`src/rtl/scratch_cmd_pkg.sv`:
```
package scratch_cmd_pkg;

  localparam logic [7:0] CMD_WRITE  = 8'h4E;
  localparam logic [7:0] CMD_READ   = 8'hBE;
  localparam logic [7:0] CMD_COPY   = 8'h48;
  localparam logic [7:0] CMD_RECALL = 8'hB8;

  localparam int SP_BYTES = 9;
  localparam int SP_BITS  = SP_BYTES * 8;
  localparam int IDX_W    = $clog2(SP_BITS);

  typedef enum logic [2:0] {
    ST_IDLE,
    ST_WRITE,
    ST_READ,
    ST_COPY,
    ST_RECALL
  } engState_t;

  // control -> datapath strobes
  typedef struct packed {
    logic             shiftEn;
    logic             commitEn;
    logic [1:0]       commitIdx;
    logic             rdActive;
    logic [IDX_W-1:0] rdIdx;
    logic             nvBusy;
    logic             copyDo;
    logic             recallDo;
  } ctlStrobe_t;

endpackage

```
`src/rtl/scratch_cmd_ctrl.sv`:
```
module scratch_cmd_ctrl
  import scratch_cmd_pkg::*;
#(
  parameter int NV_CYCLES = 20
) (
  input  logic       clk,
  input  logic       rstN,
  input  logic       busReset,
  input  logic       cmdValid,
  input  logic [7:0] cmdByte,
  input  logic       wrBitValid,
  input  logic       rdSlotReq,
  output ctlStrobe_t ctl
);

  localparam int NV_W = $clog2(NV_CYCLES + 1);
  localparam logic [NV_W-1:0]  NV_LAST = NV_W'(NV_CYCLES - 1);
  localparam logic [IDX_W-1:0] RD_LAST = IDX_W'(SP_BITS - 1);

  engState_t        state;
  logic [2:0]       bitCnt;
  logic [1:0]       byteCnt;
  logic [IDX_W-1:0] rdIdx;
  logic [NV_W-1:0]  nvCnt;
  logic             nvLast;

  assign nvLast = (nvCnt == NV_LAST);

  always_comb begin
    ctl           = '0;
    ctl.shiftEn   = (state == ST_WRITE) && wrBitValid && !busReset;
    ctl.commitEn  = ctl.shiftEn && (bitCnt == 3'd7);
    ctl.commitIdx = byteCnt;
    ctl.rdActive  = (state == ST_READ);
    ctl.rdIdx     = rdIdx;
    ctl.nvBusy    = (state == ST_COPY) || (state == ST_RECALL);
    ctl.copyDo    = (state == ST_COPY) && nvLast;
    ctl.recallDo  = (state == ST_RECALL) && nvLast;
  end

  always_ff @(posedge clk or negedge rstN) begin
    if (!rstN) begin
      state   <= ST_IDLE;
      bitCnt  <= '0;
      byteCnt <= '0;
      rdIdx   <= '0;
      nvCnt   <= '0;
    end else begin
      unique case (state)
        ST_IDLE: begin
          if (cmdValid && !busReset) begin
            unique case (cmdByte)
              CMD_WRITE: begin
                state   <= ST_WRITE;
                bitCnt  <= '0;
                byteCnt <= '0;
              end
              CMD_READ: begin
                state <= ST_READ;
                rdIdx <= '0;
              end
              CMD_COPY: begin
                state <= ST_COPY;
                nvCnt <= '0;
              end
              CMD_RECALL: begin
                state <= ST_RECALL;
                nvCnt <= '0;
              end
              default: state <= ST_IDLE;
            endcase
          end
        end
        ST_WRITE: begin
          if (busReset) begin
            state <= ST_IDLE;
          end else if (wrBitValid) begin
            bitCnt <= bitCnt + 3'd1;
            if (bitCnt == 3'd7) begin
              if (byteCnt == 2'd2) state <= ST_IDLE;
              else byteCnt <= byteCnt + 2'd1;
            end
          end
        end
        ST_READ: begin
          if (busReset) begin
            state <= ST_IDLE;
          end else if (rdSlotReq) begin
            if (rdIdx == RD_LAST) state <= ST_IDLE;
            else rdIdx <= rdIdx + 1'b1;
          end
        end
        ST_COPY, ST_RECALL: begin
          if (nvLast) state <= ST_IDLE;
          else nvCnt <= nvCnt + 1'b1;
        end
        default: state <= ST_IDLE;
      endcase
    end
  end

  p_wr_range_r1: assert property (@(posedge clk) disable iff (!rstN)
    (state == ST_WRITE) |-> (byteCnt < 2'd3));

  p_rd_range_r2: assert property (@(posedge clk) disable iff (!rstN)
    (state == ST_READ) |-> (rdIdx <= RD_LAST));

  p_nv_window_r6: assert property (@(posedge clk) disable iff (!rstN)
    ((state == ST_COPY) || (state == ST_RECALL)) |-> (nvCnt <= NV_LAST));

  p_wr_abort_r9: assert property (@(posedge clk) disable iff (!rstN)
    ((state == ST_WRITE) && busReset) |=> (state == ST_IDLE));

  p_rd_abort_r10: assert property (@(posedge clk) disable iff (!rstN)
    ((state == ST_READ) && busReset) |=> (state == ST_IDLE));

  p_busy_ignores_cmd_r12: assert property (@(posedge clk) disable iff (!rstN)
    ((state == ST_COPY) && !nvLast) |=> (state == ST_COPY));

endmodule

```
`src/rtl/scratch_cmd_datapath.sv`:
```
module scratch_cmd_datapath
  import scratch_cmd_pkg::*;
#(
  parameter logic [7:0] NV_TH_INIT  = 8'h4B,
  parameter logic [7:0] NV_TL_INIT  = 8'h46,
  parameter logic [1:0] NV_RES_INIT = 2'b11,
  parameter logic [7:0] FIX5        = 8'hFF,
  parameter logic [7:0] FIX6        = 8'h0C,
  parameter logic [7:0] FIX7        = 8'h10
) (
  input  logic       clk,
  input  logic       rstN,
  input  ctlStrobe_t ctl,
  input  logic       wrBit,
  input  logic [7:0] tempLo,
  input  logic [7:0] tempHi,
  output logic       rdBit,
  output logic [1:0] resBits
);

  localparam int IMG_BITS = (SP_BYTES - 1) * 8;

  logic [7:0] shiftReg;
  logic [7:0] newByte;
  logic [7:0] thReg, tlReg;
  logic [1:0] resReg;
  logic [7:0] nvTh, nvTl;
  logic [1:0] nvRes;
  logic [7:0] cfgByte;
  logic [IMG_BITS-1:0] image;
  logic [7:0] crcByte;
  logic [SP_BITS-1:0] frame;

  function automatic logic [7:0] crc8Refl(input logic [IMG_BITS-1:0] data);
    logic [7:0] c;
    logic       fb;
    c = '0;
    for (int i = 0; i < IMG_BITS; i++) begin
      fb = c[0] ^ data[i];
      c  = c >> 1;
      if (fb) c = c ^ 8'h8C;
    end
    return c;
  endfunction

  assign newByte = {wrBit, shiftReg[7:1]};

  always_ff @(posedge clk or negedge rstN) begin
    if (!rstN) begin
      shiftReg <= '0;
      thReg    <= NV_TH_INIT;
      tlReg    <= NV_TL_INIT;
      resReg   <= NV_RES_INIT;
      nvTh     <= NV_TH_INIT;
      nvTl     <= NV_TL_INIT;
      nvRes    <= NV_RES_INIT;
    end else begin
      if (ctl.shiftEn) shiftReg <= newByte;
      if (ctl.commitEn) begin
        unique case (ctl.commitIdx)
          2'd0:    thReg  <= newByte;
          2'd1:    tlReg  <= newByte;
          default: resReg <= newByte[6:5];
        endcase
      end
      if (ctl.copyDo) begin
        nvTh  <= thReg;
        nvTl  <= tlReg;
        nvRes <= resReg;
      end
      if (ctl.recallDo) begin
        thReg  <= nvTh;
        tlReg  <= nvTl;
        resReg <= nvRes;
      end
    end
  end

  assign cfgByte = {1'b0, resReg, 5'b11111};
  assign image   = {FIX7, FIX6, FIX5, cfgByte, tlReg, thReg, tempHi, tempLo};
  assign crcByte = crc8Refl(image);
  assign frame   = {crcByte, image};
  assign resBits = resReg;

  always_comb begin
    if (ctl.rdActive)    rdBit = frame[ctl.rdIdx];
    else if (ctl.nvBusy) rdBit = 1'b0;
    else                 rdBit = 1'b1;
  end

  p_copy_moves_r5: assert property (@(posedge clk) disable iff (!rstN)
    ctl.copyDo |=> (nvTh == $past(thReg) && nvTl == $past(tlReg) && nvRes == $past(resReg)));

  p_recall_moves_r6: assert property (@(posedge clk) disable iff (!rstN)
    ctl.recallDo |=> (thReg == $past(nvTh) && tlReg == $past(nvTl) && resReg == $past(nvRes)));

  p_busy_answers_low_r6: assert property (@(posedge clk) disable iff (!rstN)
    (ctl.nvBusy && !ctl.rdActive) |-> !rdBit);

endmodule

```
`src/rtl/scratch_cmd_engine.sv`:
```
module scratch_cmd_engine
  import scratch_cmd_pkg::*;
#(
  parameter int          NV_CYCLES   = 20,
  parameter int          CONV_W      = 32,
  parameter int          CONV_FULL   = 96000000,
  parameter logic [7:0]  NV_TH_INIT  = 8'h4B,
  parameter logic [7:0]  NV_TL_INIT  = 8'h46,
  parameter logic [1:0]  NV_RES_INIT = 2'b11
) (
  input  logic              clk,
  input  logic              rstN,
  input  logic              busReset,
  input  logic              cmdValid,
  input  logic [7:0]        cmdByte,
  input  logic              wrBitValid,
  input  logic              wrBit,
  input  logic              rdSlotReq,
  output logic              rdBit,
  input  logic [7:0]        tempLo,
  input  logic [7:0]        tempHi,
  output logic [CONV_W-1:0] convCycles
);

  localparam logic [CONV_W-1:0] FULL_TIME = CONV_W'(CONV_FULL);

  ctlStrobe_t ctlBus;
  logic [1:0] resBits;

  scratch_cmd_ctrl #(
    .NV_CYCLES(NV_CYCLES)
  ) u_ctrl (
    .clk       (clk),
    .rstN      (rstN),
    .busReset  (busReset),
    .cmdValid  (cmdValid),
    .cmdByte   (cmdByte),
    .wrBitValid(wrBitValid),
    .rdSlotReq (rdSlotReq),
    .ctl       (ctlBus)
  );

  scratch_cmd_datapath #(
    .NV_TH_INIT (NV_TH_INIT),
    .NV_TL_INIT (NV_TL_INIT),
    .NV_RES_INIT(NV_RES_INIT)
  ) u_dp (
    .clk    (clk),
    .rstN   (rstN),
    .ctl    (ctlBus),
    .wrBit  (wrBit),
    .tempLo (tempLo),
    .tempHi (tempHi),
    .rdBit  (rdBit),
    .resBits(resBits)
  );

  assign convCycles = FULL_TIME >> (2'd3 - resBits);

  p_conv_bound_r8: assert property (@(posedge clk) disable iff (!rstN)
    convCycles <= FULL_TIME);

  p_idle_high_r12: assert property (@(posedge clk) disable iff (!rstN)
    (!ctlBus.rdActive && !ctlBus.nvBusy) |-> rdBit);

endmodule

```
`config.mk`:
```
export PLATFORM = sky130hd
export DESIGN_NAME = scratch_cmd_engine
export DESIGN_NICKNAME = d
export VERILOG_FILES = /design/src/rtl/scratch_cmd_pkg.sv /design/src/rtl/scratch_cmd_ctrl.sv /design/src/rtl/scratch_cmd_datapath.sv /design/src/rtl/scratch_cmd_engine.sv
export SDC_FILE = /design/constraint.sdc
export NUM_CORES = 1
export LEC_CHECK = 0
export ABC_AREA = 1
export BUFFER_PORTS_ARGS = -buffer_cell sky130_fd_sc_hd__buf_2
export CAP_MARGIN = 30
export CORE_ASPECT_RATIO = 1.25
export CORE_MARGIN = 5
export CORE_UTILIZATION = 40
export DETAILED_ROUTE_END_ITERATION = 12
export GPL_TIMING_DRIVEN = 0
export PLACE_DENSITY_LB_ADDON = 0.15
export SLEW_MARGIN = 30
export SYNTH_ARGS = -nofsm -noshare
export SYNTH_HDL_FRONTEND = slang
export SYNTH_SLANG_ARGS = --single-unit
```
`constraint.sdc`:
```
create_clock -name clk -period 5.41 [get_ports clk]
set_input_delay 0.8115 -clock clk [delete_from_list [all_inputs] [get_ports clk]]
set_output_delay 0.8115 -clock clk [all_outputs]
set_load 0.01 [all_outputs]
```
==> results_dict.tcl <==
set metrics [dict create \
    syn_area_sq_um 6150 \
    path_clk_slew_ns 0.06 \
    via_per_inst 5.12 \
    crit_type "primary input to primary output" \
    grt_pass1_vias 6050 \
    synth-seq-cells 63 \
    synthFlopType "dfrtp_1" \
    max_stage_delay_ns 0.17 \
    grt_pass1_wl_um 28600 \
    cts_buffer_depth 2 \
    drive_above_1_share_pct 36.4 \
    die_height_um 149 \
    final-setup-viol-count 1 \
    numPlacedInstances 1207 \
    io_buffers 50 \
    max_freq_ghz 0.161 \
    pre_cts_ws_ns -1.01 \
    grt_setup_unrepaired "yes" \
    place.gp.congestion 0.847 \
    cp-start-kind "primary input" \
    fin_nets 1116 \
    post-route-util_pct 55.5 \
    cp.depth 51 \
    cts-root-buf "clkbuf_16" \
    crit_family "simple AND/OR/NAND/NOR gates" \
    ys_async_sr_fraction_pct 100 \
    synth_area_leaders "nand2_1, dfrtp_1, nand3_1, dfstp_2, inv_1" \
    critPathRequiredTime_ns 4.60 \
    grt_usage_pct 19.4 \
    diodes 0 \
    grt_max_degree 36 \
    synth_top_area_share_pct 18.8 \
    start_util_pct 41.0 \
    cap_violations 0 \
    worstSetupStartpoint "tempLo[0]" \
    cts_num_sinks 63 \
    grt.overflow.total 0 \
    relSlewSlack_pct 50.6 \
    stdcell_count 1257 \
    wl_um 17800 \
    timing.reg2reg.setup_slack_ns 2.59 \
    crit_path_end_kind "primary output" \
    ant_nets 0 \
    reg2reg_to "u_dp.tlReg[4]" \
    synth_largest_area_cell "nand2_1" \
    cp-endpoint "rdBit" \
    synth_edf_count 0 \
    crit_path_top_delay_cell "buf_2" \
    cp.arrival_ns 5.42 \
    yosysMostFrequentCell "nand2_1" \
    setup_slack_ns -0.817 \
    die_w_um 121 \
    dpl.hpwl_um 13300 \
    slew_viol_final 0 \
    violations "setup timing" \
    clk_latency_ns 0.34 \
    num_rows 50 \
    fin_tns_setup_ns -0.817 \
    period_share_pct 115 \
    cts_tree "built" \
    cp.buffers_inverters 6 \
    hold_path_class "primary input to asynchronous set/reset pin" \
    vias 6430 \
    drtIter0Drc 354 \
    yosysSeqAreaShare_pct 26.0 \
    crit_fanout 6 \
    synthCells 962 \
    core_sq_um 15000 \
    r2r-start "u_ctrl.state[2]" \
    worstRegToRegCells 8 \
    synth_commonest_cells "nand2_1, nand3_1, inv_1" \
    cts_buffers 9 \
    syn_to_final_growth_pct 35.4 \
    ys_warn_count 0 \
    fin_crit_ns 6.23 \
    synth_area_per_cell_sq_um 6.39 \
    worst_slew_pin_slew_ns 0.738 \
    hold_violations 0 \
    clock_skew_ns 0.00814 \
    dr.pass1.iters 5 \
    antenna_found_initial 0 \
    worst_path_most_repeated_cell "nand2_4" \
    post_drt_wl_per_cell_um 14.2 \
    h-tree-depth 3 \
    synth_cell_types 43 \
    drc 0 \
    dieArea_sq_um 18000 \
    status "finished, violations left" \
    io_pins 64 \
]
==> through the flow <==
stage               instance area, sq um  hold slack (ns)
finish                              8330            0.400
global route                        8330            0.422
CTS                                 7750            0.398
detailed placement                  6700            0.466
global placement                    6670            0.467
floorplan                           6190            0.452
==> how the worst min path moves through the flow <==
stage                                   to             start
after floorplan              u_dp.thReg[5]     u_dp.thReg[5]
after global placement       u_dp.thReg[7]     u_dp.thReg[7]
after detailed placement  u_dp.shiftReg[6]  u_dp.shiftReg[7]
after CTS                  u_ctrl.nvCnt[4]              rstN
after global routing       u_ctrl.nvCnt[4]              rstN
final                      u_ctrl.nvCnt[4]              rstN
==> repair_timing <==
item	in CTS	in global routing
gates resized for setup	128	112
pin swaps	69	82
hold buffers	0	0
setup buffers	26	8
endpoints found under the setup margin	1	1
==> cells by family after synthesis <==
group | count (synthesis) | synth area share [%]
simple gates | 598 | 46.5
buf+inv | 172 | 11.8
compound gates | 89 | 8.44
flops | 63 | 26.0
xor+xnor | 24 | 4.15
fa+ha+maj | 15 | 3.05
other cells | 1 | 0.0610
==> state kept, by name, summed over array words and instances (netlist names) <==
signal and count:
u_dp.nvTh 8, u_dp.nvTl 8, u_dp.tlReg 8, u_ctrl.byteCnt 2
u_ctrl.state 3, u_dp.resBits 2, u_dp.nvRes 2, u_ctrl.nvCnt 5
u_ctrl.rdIdx 7, u_ctrl.bitCnt 3, u_dp.thReg 8, u_dp.shiftReg 7
==> cells in the final DEF (no fill, tap or decap), types with 4 or more instances in the layout <==
cell	n
nand2_1	236
inv_1	105
nand3_1	96
nand2_2	79
nand2_4	55
buf_4	55
o21ai_0	49
dfrtp_1	45
buf_2	43
nor2_1	41
nand3_2	31
inv_2	24
nand3_4	24
dfstp_2	18
ha_1	15
a21oi_1	14
nor3_1	13
conb_1	13
clkbuf_1	9
clkbuf_16	9
inv_4	7
nand2_8	7
xor2_2	7
xor2_1	7
nand3b_1	6
o221ai_1	6
xnor2_2	4
a221oi_1	4
inv_6	4
buf_12	4
buf_6	4
==> cell type report <==
class | count | area [sq um]
buffer | 32 | 200
clock buffer | 9 | 225
clock inverter | 7 | 125
fill | 1435 | 6690
inverter | 140 | 546
multi-input combinational | 739 | 4800
sequential | 63 | 1600
tap | 182 | 228
timing repair buffer | 85 | 606
==> per-layer routing <==
layer  GRT usage [%]  part of all wire, %  vias to the layer above
met1            23.0                   42                     2981
met4            6.75                  2.9                        0
met3            2.70                  3.8                       43
li1                -                    -                     3272
met5               0                    0                        -
met2            35.6                   52                      134
Power is left out: the tool's default activity adds up to more than one toggle a clock period on the data nets, which glitch-free logic cannot reach.
